[src/rtl/dm_fifo_pkg.sv]
// Package: shared constants and helpers for the dual-mode FIFO.
// Assumes: the look-ahead output stage never holds more than three words.
package dm_fifo_pkg;

    // Number of words in the look-ahead output stage.
    localparam int unsigned STAGE_SLOTS = 3;

    // Add two slot indices modulo STAGE_SLOTS; a is 0..2, b is 0..3.
    function automatic logic [1:0] slot_add(input logic [1:0] a, input logic [1:0] b);
        logic [2:0] s;
        s = {1'b0, a} + {1'b0, b};
        if (s >= 3'(STAGE_SLOTS)) begin
            s = s - 3'(STAGE_SLOTS);
        end
        return s[1:0];
    endfunction

endpackage

[src/rtl/dm_fifo_ram.sv]
// Module: simple dual-port RAM with one write port and one registered read port.
// Assumes: a read and a write to the same address in one cycle return the
// old word (the read samples before the write lands). Storage is never reset;
// only the read register is.
module dm_fifo_ram #(
    parameter int DATA_W = 16,
    parameter int DEPTH  = 10,
    localparam int AW    = $clog2(DEPTH)
) (
    input  logic              clk,
    input  logic              rst_n,
    input  logic              we,
    input  logic [AW-1:0]     waddr,
    input  logic [DATA_W-1:0] wdata,
    input  logic              re,
    input  logic [AW-1:0]     raddr,
    output logic [DATA_W-1:0] rdata
);

    logic [DATA_W-1:0] mem [DEPTH];

    // Write port: store a word when enabled.
    always_ff @(posedge clk) begin
        if (we) begin
            mem[waddr] <= wdata;
        end
    end

    // Read port: capture a word on request, otherwise hold.
    always_ff @(posedge clk) begin
        if (!rst_n) begin
            rdata <= '0;
        end else if (re) begin
            rdata <= mem[raddr];
        end
    end

    // the read register holds while no read is issued.
    a_r3_rdata_hold: assert property (@(posedge clk) disable iff (!rst_n)
        !re |=> $stable(rdata));

endmodule

[src/rtl/dm_fifo_ptr.sv]
// Module: address pointer that steps by one and wraps at DEPTH-1.
// Assumes: clr takes priority over inc; both are synchronous.
module dm_fifo_ptr #(
    parameter int DEPTH = 10,
    localparam int AW   = $clog2(DEPTH)
) (
    input  logic          clk,
    input  logic          rst_n,
    input  logic          clr,
    input  logic          inc,
    output logic [AW-1:0] ptr
);

    localparam logic [AW-1:0] LAST = AW'(DEPTH - 1);

    // Advance with wrap-around, or return to zero on reset or clear.
    always_ff @(posedge clk) begin
        if (!rst_n || clr) begin
            ptr <= '0;
        end else if (inc) begin
            ptr <= (ptr == LAST) ? '0 : ptr + AW'(1);
        end
    end

    // the pointer never leaves the RAM address range.
    a_r11_ptr_range: assert property (@(posedge clk) disable iff (!rst_n)
        ptr <= LAST);

endmodule

[src/rtl/dm_fifo_status.sv]
// Module: occupancy counter, flags and refusal pulses.
// Decides which pushes and pops are accepted: the pop is judged first, so a
// full queue accepts a push in a cycle where a pop is also accepted.
// Assumes: CAP fits in CNT_W bits; clr is synchronous and overrides all.
module dm_fifo_status #(
    parameter int CAP   = 10,
    parameter int CNT_W = 4
) (
    input  logic             clk,
    input  logic             rst_n,
    input  logic             clr,
    input  logic             push,
    input  logic             pop,
    output logic             push_ok,
    output logic             pop_ok,
    output logic [CNT_W-1:0] level,
    output logic             empty,
    output logic             full,
    output logic             overflow,
    output logic             underflow
);

    localparam logic [CNT_W-1:0] CAP_L = CNT_W'(CAP);

    logic [CNT_W-1:0] level_nx;

    // Acceptance: pop first, then push if room remains.
    always_comb begin
        pop_ok   = pop && !empty && !clr;
        push_ok  = push && !clr && (!full || pop_ok);
        level_nx = level + CNT_W'(push_ok) - CNT_W'(pop_ok);
    end

    // Count, flags and one-cycle refusal pulses.
    always_ff @(posedge clk) begin
        if (!rst_n || clr) begin
            level     <= '0;
            empty     <= 1'b1;
            full      <= 1'b0;
            overflow  <= 1'b0;
            underflow <= 1'b0;
        end else begin
            level     <= level_nx;
            empty     <= (level_nx == '0);
            full      <= (level_nx == CAP_L);
            overflow  <= push && full && !pop_ok;
            underflow <= pop && empty;
        end
    end

    // flags agree with the count; the count stays within capacity.
    a_r4_empty_flag: assert property (@(posedge clk) disable iff (!rst_n)
        empty == (level == '0));
    a_r4_full_flag: assert property (@(posedge clk) disable iff (!rst_n)
        full == (level == CAP_L));
    a_r4_level_bound: assert property (@(posedge clk) disable iff (!rst_n)
        level <= CAP_L);
    // a lone accepted push adds one word.
    a_r1_push_count: assert property (@(posedge clk) disable iff (!rst_n)
        (push_ok && !pop_ok) |=> (level == $past(level) + CNT_W'(1)));
    // accepted push and pop together keep the count.
    a_r5_both_count: assert property (@(posedge clk) disable iff (!rst_n)
        (push_ok && pop_ok) |=> $stable(level));
    // a refused push pulses overflow and keeps the count.
    a_r6_no_overflow: assert property (@(posedge clk) disable iff (!rst_n)
        (push && full && !pop && !clr) |=> (overflow && $stable(level)));
    // a refused pop pulses underflow and keeps the count at zero.
    a_r7_no_underflow: assert property (@(posedge clk) disable iff (!rst_n)
        (pop && empty && !push && !clr) |=> (underflow && level == '0));
    // a clear empties the queue on the next cycle.
    a_r9_clear: assert property (@(posedge clk) disable iff (!rst_n)
        clr |=> (level == '0 && empty && !full && !overflow && !underflow));

endmodule

[src/rtl/dm_fifo_stage.sv]
// Module: three-word look-ahead output stage, a small circular queue.
// Up to two words may enter per cycle: first the word returning from the RAM
// read port, then a word pushed straight from the input. The head word is
// always on head_data.
// Assumes: the caller never overfills it and never takes from it when empty.
module dm_fifo_stage #(
    parameter int DATA_W = 16
) (
    input  logic              clk,
    input  logic              rst_n,
    input  logic              clr,
    input  logic              arrive,
    input  logic [DATA_W-1:0] arrive_data,
    input  logic              bypass,
    input  logic [DATA_W-1:0] bypass_data,
    input  logic              take,
    output logic [DATA_W-1:0] head_data,
    output logic [1:0]        fill
);
    import dm_fifo_pkg::*;

    logic [DATA_W-1:0] slot [STAGE_SLOTS];
    logic [1:0]        hd;
    logic [1:0]        tail;
    logic [1:0]        tail2;

    // Positions where the returning and the bypassed words go.
    always_comb begin
        tail  = slot_add(hd, fill);
        tail2 = slot_add(tail, 2'(arrive));
    end

    // One register per slot; a slot takes at most one word per cycle.
    for (genvar g = 0; g < STAGE_SLOTS; g++) begin : g_slot
        always_ff @(posedge clk) begin
            if (arrive && tail == 2'(g)) begin
                slot[g] <= arrive_data;
            end else if (bypass && tail2 == 2'(g)) begin
                slot[g] <= bypass_data;
            end
        end
    end

    // Head index and fill level.
    always_ff @(posedge clk) begin
        if (!rst_n || clr) begin
            hd   <= '0;
            fill <= '0;
        end else begin
            hd   <= take ? slot_add(hd, 2'd1) : hd;
            fill <= fill + 2'(arrive) + 2'(bypass) - 2'(take);
        end
    end

    assign head_data = slot[hd];

    // the stage is never overfilled and never read when empty.
    a_r8_stage_room: assert property (@(posedge clk) disable iff (!rst_n || clr)
        ({1'b0, fill} + 3'(arrive) + 3'(bypass)) <= (3'(STAGE_SLOTS) + 3'(take)));
    a_r8_stage_take: assert property (@(posedge clk) disable iff (!rst_n || clr)
        take |-> (fill != 2'd0));

endmodule

[src/rtl/dm_fifo.sv]
// Module: dual-mode synchronous FIFO (top).
// FWFT_MODE=0: words live only in the RAM, and dout is the RAM read register.
// FWFT_MODE=1: a three-word output stage holds the head. The RAM refills the
// stage through its registered read port, and pushes go straight to the stage
// while the RAM is empty. Capacity is DEPTH+3.
// Assumes: DEPTH >= 4; one clock; rst_n and soft_clr are synchronous.
module dm_fifo #(
    parameter int DATA_W    = 16,
    parameter int DEPTH     = 10,
    parameter bit FWFT_MODE = 1'b0,
    localparam int CNT_W    = $clog2(DEPTH + 4)
) (
    input  logic              clk,
    input  logic              rst_n,
    input  logic              soft_clr,
    input  logic              push,
    input  logic              pop,
    input  logic [DATA_W-1:0] din,
    output logic [DATA_W-1:0] dout,
    output logic              empty,
    output logic              full,
    output logic [CNT_W-1:0]  level,
    output logic              overflow,
    output logic              underflow
);

    localparam int AW  = $clog2(DEPTH);
    localparam int CAP = DEPTH + (FWFT_MODE ? 3 : 0);
    localparam int RCW = AW + 1;

    logic              push_ok;
    logic              pop_ok;
    logic              ram_we;
    logic              ram_re;
    logic [AW-1:0]     wptr;
    logic [AW-1:0]     rptr;
    logic [DATA_W-1:0] ram_q;

    dm_fifo_status #(.CAP(CAP), .CNT_W(CNT_W)) u_status (
        .clk      (clk),
        .rst_n    (rst_n),
        .clr      (soft_clr),
        .push     (push),
        .pop      (pop),
        .push_ok  (push_ok),
        .pop_ok   (pop_ok),
        .level    (level),
        .empty    (empty),
        .full     (full),
        .overflow (overflow),
        .underflow(underflow)
    );

    dm_fifo_ram #(.DATA_W(DATA_W), .DEPTH(DEPTH)) u_ram (
        .clk  (clk),
        .rst_n(rst_n),
        .we   (ram_we),
        .waddr(wptr),
        .wdata(din),
        .re   (ram_re),
        .raddr(rptr),
        .rdata(ram_q)
    );

    dm_fifo_ptr #(.DEPTH(DEPTH)) u_wptr (
        .clk  (clk),
        .rst_n(rst_n),
        .clr  (soft_clr),
        .inc  (ram_we),
        .ptr  (wptr)
    );

    dm_fifo_ptr #(.DEPTH(DEPTH)) u_rptr (
        .clk  (clk),
        .rst_n(rst_n),
        .clr  (soft_clr),
        .inc  (ram_re),
        .ptr  (rptr)
    );

    if (!FWFT_MODE) begin : g_classic
        // Classic: every accepted word goes through the RAM; dout is the read register.
        always_comb begin
            ram_we = push_ok;
            ram_re = pop_ok;
            dout   = ram_q;
        end

        // an accepted pop always issues a RAM read.
        a_r2_pop_reads: assert property (@(posedge clk) disable iff (!rst_n)
            (pop && !empty && !soft_clr) |-> ram_re);
    end else begin : g_fwft
        logic [RCW-1:0]    ram_cnt;
        logic              inflight;
        logic [1:0]        st_fill;
        logic [2:0]        room_used;
        logic              bypass;
        logic [DATA_W-1:0] st_head;

        // Refill and bypass decisions for the output stage.
        always_comb begin
            room_used = {1'b0, st_fill} + 3'(inflight) - 3'(pop_ok);
            ram_re    = (ram_cnt != '0) && (room_used < 3'd3) && !soft_clr;
            bypass    = push_ok && (ram_cnt == '0) && (room_used < 3'd3);
            ram_we    = push_ok && !bypass;
            dout      = st_head;
        end

        // Words held in RAM and the one-cycle read in flight.
        always_ff @(posedge clk) begin
            if (!rst_n || soft_clr) begin
                ram_cnt  <= '0;
                inflight <= 1'b0;
            end else begin
                ram_cnt  <= ram_cnt + RCW'(ram_we) - RCW'(ram_re);
                inflight <= ram_re;
            end
        end

        dm_fifo_stage #(.DATA_W(DATA_W)) u_stage (
            .clk        (clk),
            .rst_n      (rst_n),
            .clr        (soft_clr),
            .arrive     (inflight),
            .arrive_data(ram_q),
            .bypass     (bypass),
            .bypass_data(din),
            .take       (pop_ok),
            .head_data  (st_head),
            .fill       (st_fill)
        );

        // a stored word is always present at the output stage.
        a_r8_head_ready: assert property (@(posedge clk) disable iff (!rst_n)
            (level != '0) |-> (st_fill != 2'd0));
        // the count equals the words spread over RAM, read path and stage.
        a_r4_level_split: assert property (@(posedge clk) disable iff (!rst_n)
            32'(level) == 32'(ram_cnt) + 32'(inflight) + 32'(st_fill));
        a_r4_ram_bound: assert property (@(posedge clk) disable iff (!rst_n)
            ram_cnt <= RCW'(DEPTH));
    end

endmodule

[config.mk]
export PLATFORM = sky130hd
export DESIGN_NAME = dm_fifo
export DESIGN_NICKNAME = d
export VERILOG_FILES = /design/src/rtl/dm_fifo_pkg.sv /design/src/rtl/dm_fifo_ram.sv /design/src/rtl/dm_fifo_ptr.sv /design/src/rtl/dm_fifo_status.sv /design/src/rtl/dm_fifo_stage.sv /design/src/rtl/dm_fifo.sv
export SDC_FILE = /design/constraint.sdc
export NUM_CORES = 1
export LEC_CHECK = 0
export CORE_UTILIZATION = 63
export CTS_CLUSTER_DIAMETER = 120
export DETAILED_ROUTE_END_ITERATION = 6
export PLACE_DENSITY_LB_ADDON = 0.1
export SETUP_SLACK_MARGIN = 0.1
export SYNTH_ARGS = -nofsm -noshare
export SYNTH_HDL_FRONTEND = slang
export SYNTH_HIERARCHICAL = 1
export SYNTH_SLANG_ARGS = --single-unit
[constraint.sdc]
create_clock -name clk -period 6.6 [get_ports clk]
set_clock_uncertainty 0.1 [all_clocks]
set_input_delay 1.32 -clock clk [delete_from_list [all_inputs] [get_ports clk]]
set_output_delay 1.32 -clock clk [all_outputs]
set_load 0.03 [all_outputs]
==> metrics.md <==
| Metric | Value |
|---|---|
| Status | `complete, but fails checks` |
| Violated checks | `design-rule violations` |
| Max-cap viol count | `0` |
| Fin. Hold Viols | `0` |
| Ys flop type | `edfxtp_1` |
| Clk root buf | `clkbuf_16` |
| DIE AREA | `12490 µm²` |
| Via density | `6.102` |
| GRT Util Overall | `0.2579` |
| Die Width | `111.8 µm` |
| Reg2reg end | `u_ram/mem[3][3]` |
| Cell count of the worst hold path | `2` |
| Avg WL per Cell | `21.33 µm` |
| Fraction of layout cells with a size suffix above 1 | `0.1388` |
| Crit-path max FO | `38` |
| Reg2Reg Launch Point | `u_status/empty` |
| First-pass detailed-route iteration total | `7` |
| CTS Hold Bufs | `0` |
| Clk slew on worst S/H paths | `0.06 ns` |
| Setup TNS | `0 ns` |
| Vias | `4302` |
| Syn-to-layout area delta | `16.14%` |
| Inst Count DP | `673` |
| Largest net degree at the start of global routing | `44` |
| Setup Fix Bufs, Post-CTS | `0` |
| Final setup fails | `0` |
| Worst slack, placed | `1.480 ns` |
| Post-DRT Antenna Nets | `0` |
| VDD IR max | `0.0002001 V` |
| Max clock buf depth | `2` |
| Slew margin rel. | `0.4245` |
| HP Class | `flip-flop to flip-flop` |
| Vert. Die Dim | `111.8 µm` |
| Residual DRC | `5` |
| Dominant cell type by area after synthesis | `edfxtp_1` |
| Synth top cells by count | `edfxtp_1 (160), mux2i_1 (64), nand2_1 (37), dfxtp_1 (32)` |
| RSZ-0062 raised after global routing | `false` |
| GP Congestion | `0.8452` |
| Cells after Synth | `495` |
| Setup slack, reg-to-reg | `3.43 ns` |
| Antenna diodes | `0` |
| WP data required | `6.55 ns` |
| Ys Warns | `6` |
| Startpoint types | `primary input` |
| Vias in the first global route | `4287` |
| Fmax | `232.1 MHz` |
| Grt total ovfl | `0` |
| Final min period | `4.308 ns` |
| Register area share after synthesis | `0.7174` |
| Flops & latches, synth | `192` |
| IO Pins | `45` |
| PwrDens | `283.5 nW/µm²` |
| Initial antenna violation count | `0` |
| Worst-skew pair later-pin latency | `0.43 ns` |
| Top-count cell post-synth | `edfxtp_1` |
| Hpwl dp | `9109 µm` |
| Kind of end point of the critical path | `flip-flop` |
| TritonCTS clock tree | `done` |
| WHS Endpoint | `u_status/overflow` |
| Reg2Reg Depth | `6` |
| Clock sinks | `192` |
| Worst slew pin tran | `0.8624 ns` |
| Non-Filler Instances | `705` |
| Async SR Flop Fraction | `0` |
| Post-Route WL | `15040 µm` |
| Hold Crit Start | `u_status/full` |
| Final net count | `575` |
| Setup ws final | `2.292 ns` |
| Core box area | `11560 µm²` |
| Resized Gates After CTS | `0` |
| Mapped cell area | `7590 µm²` |
| Starting Density | `0.6563` |
| Port Buf Inserts | `44` |
| Post-Syn Nets | `521` |
| Site Rows | `39` |
| Unique masters post-synth | `39` |
| H-tree Lvls | `4` |
| Synth area leaders | `edfxtp_1 (63%), dfxtp_1 (8.4%), mux2i_1 (8.4%), mux2_2 (2.4%), nand2_1 (1.8%)` |
| Pins over their slew limit | `0` |
| Crit Path Class | `primary input to flip-flop` |
| Worst EP arrival | `4.26 ns` |
| First-iteration detailed-routing DRC count | `502` |
| TritonCTS Buffers | `17` |
| Synth top area share | `0.6330` |
| First-pass GRT wire length | `23380 µm` |
| EDFF count, synth | `160` |
| Cell leakage power | `2.807 nW` |
| Average instance area after synthesis | `15.33 µm²` |
| Tcrit/Tclk final | `0.6527` |
-- how the worst max path moves through the flow --
stage              from              end  slack [ns]
6_report       soft_clr  u_ram/mem[3][3]        2.29
5_1_grt        soft_clr  u_ram/mem[2][7]        2.09
4_1_cts        soft_clr  u_ram/mem[2][0]        1.91
3_5_place_dp   soft_clr  u_ram/mem[3][6]        1.48
3_3_place_gp   soft_clr  u_ram/mem[2][8]        1.56
2_1_floorplan       pop  u_ram/mem[0][0]        2.23
-- area by class of cell --
| cell class | count | area, µm² |
|---|---|---|
| flip-flops and latches | 192 | 5449 |
| fillers | 693 | 2750 |
| multi-input cells | 275 | 1989 |
| repair buffers | 58 | 545.5 |
| clock buffers | 22 | 474.2 |
| well taps | 143 | 178.9 |
| clock inverters | 10 | 158.9 |
| inverters | 5 | 18.77 |
-- critical path, stage by stage --
cell and delay, ns:
clkdlybuf4s50_1 0.56, nor3b_4 0.22, buf_4 0.37, nand2b_1 0.20
and3b_1 0.34, or3b_2 0.54, nor2_2 0.70
-- kinds of logic (layout without fill, tap and decap cells) --
family                     count (synthesis)  in the layout  share of synthesized area
and+or+nand+nor                          107            107                    0.07270
DFF                                      192            192                     0.7174
xor gates and xnor gates                   7              7                   0.008078
buffers and inverters                     28             95                    0.02390
muxes                                     80             80                     0.1081
AOI/OAI and AO/OA                         76             76                    0.06050
adders and majority gates                  5              5                   0.009232
-- where the power goes --
group	total (mW)	internal, mW	switching (mW)	leakage, nW
combinational	0.0944	0.0372	0.0572	0.798
sequential	1.33	1.32	0.00735	1.70
clock	1.08	0.663	0.412	0.306
-- per-layer routing --
layer | part of all wire | wire length, µm | track usage | vias up
met5 | 0 | 0 | 0 | -
met4 | 0.015 | 221 | 0.1009 | 0
met3 | 0.066 | 985 | 0.05716 | 21
met2 | 0.47 | 7047 | 0.3872 | 139
met1 | 0.45 | 6781 | 0.3718 | 2150
li1 | - | - | - | 1992
-- through the flow --
| step | total power, mW | utilization | hold WS, ns | instance area (µm²) |
|---|---|---|---|---|
| 3_3_place_gp | 1.446 | 0.7070 | 0.4017 | 8177 |
| 2_1_floorplan | 1.399 | - | 0.3831 | 7590 |
| 6_report | 2.499 | 0.7622 | 0.4253 | 8815 |
| 5_1_grt | 2.560 | 0.7622 | 0.4708 | 8815 |
| 4_1_cts | 2.509 | 0.7618 | 0.4304 | 8810 |
| 3_5_place_dp | 1.449 | 0.7070 | 0.4192 | 8177 |
-- cells in the final DEF, fill, tap and decap left out, types with 3 or more instances in the layout --
cell	count
clkbuf_16	17
clkdlybuf4s50_1	44
nand3b_1	4
bufinv_16	4
a22oi_1	16
a21oi_2	3
nand2b_1	6
o21ai_0	20
inv_1	5
nand2_1	37
mux2i_1	64
a21oi_1	20
clkinv_2	3
nor2b_1	7
xnor2_1	3
dfxtp_1	31
ha_1	4
xor2_1	4
nor3_2	3
nor2_1	12
buf_4	14
clkbuf_8	3
nand3_1	19
a31oi_1	16
mux2_2	16
edfxtp_1	160
-- registers in the layout, indices dropped and copies added (netlist names) --
name / cells
u_ram/mem: 160
u_ram/rdata: 16
u_rptr/ptr: 4
u_status/empty: 1
u_status/full: 1
u_status/level: 4
u_status/overflow: 1
u_status/underflow: 1
u_wptr/ptr: 4
Note: power is estimated with default switching activity, not from simulation.
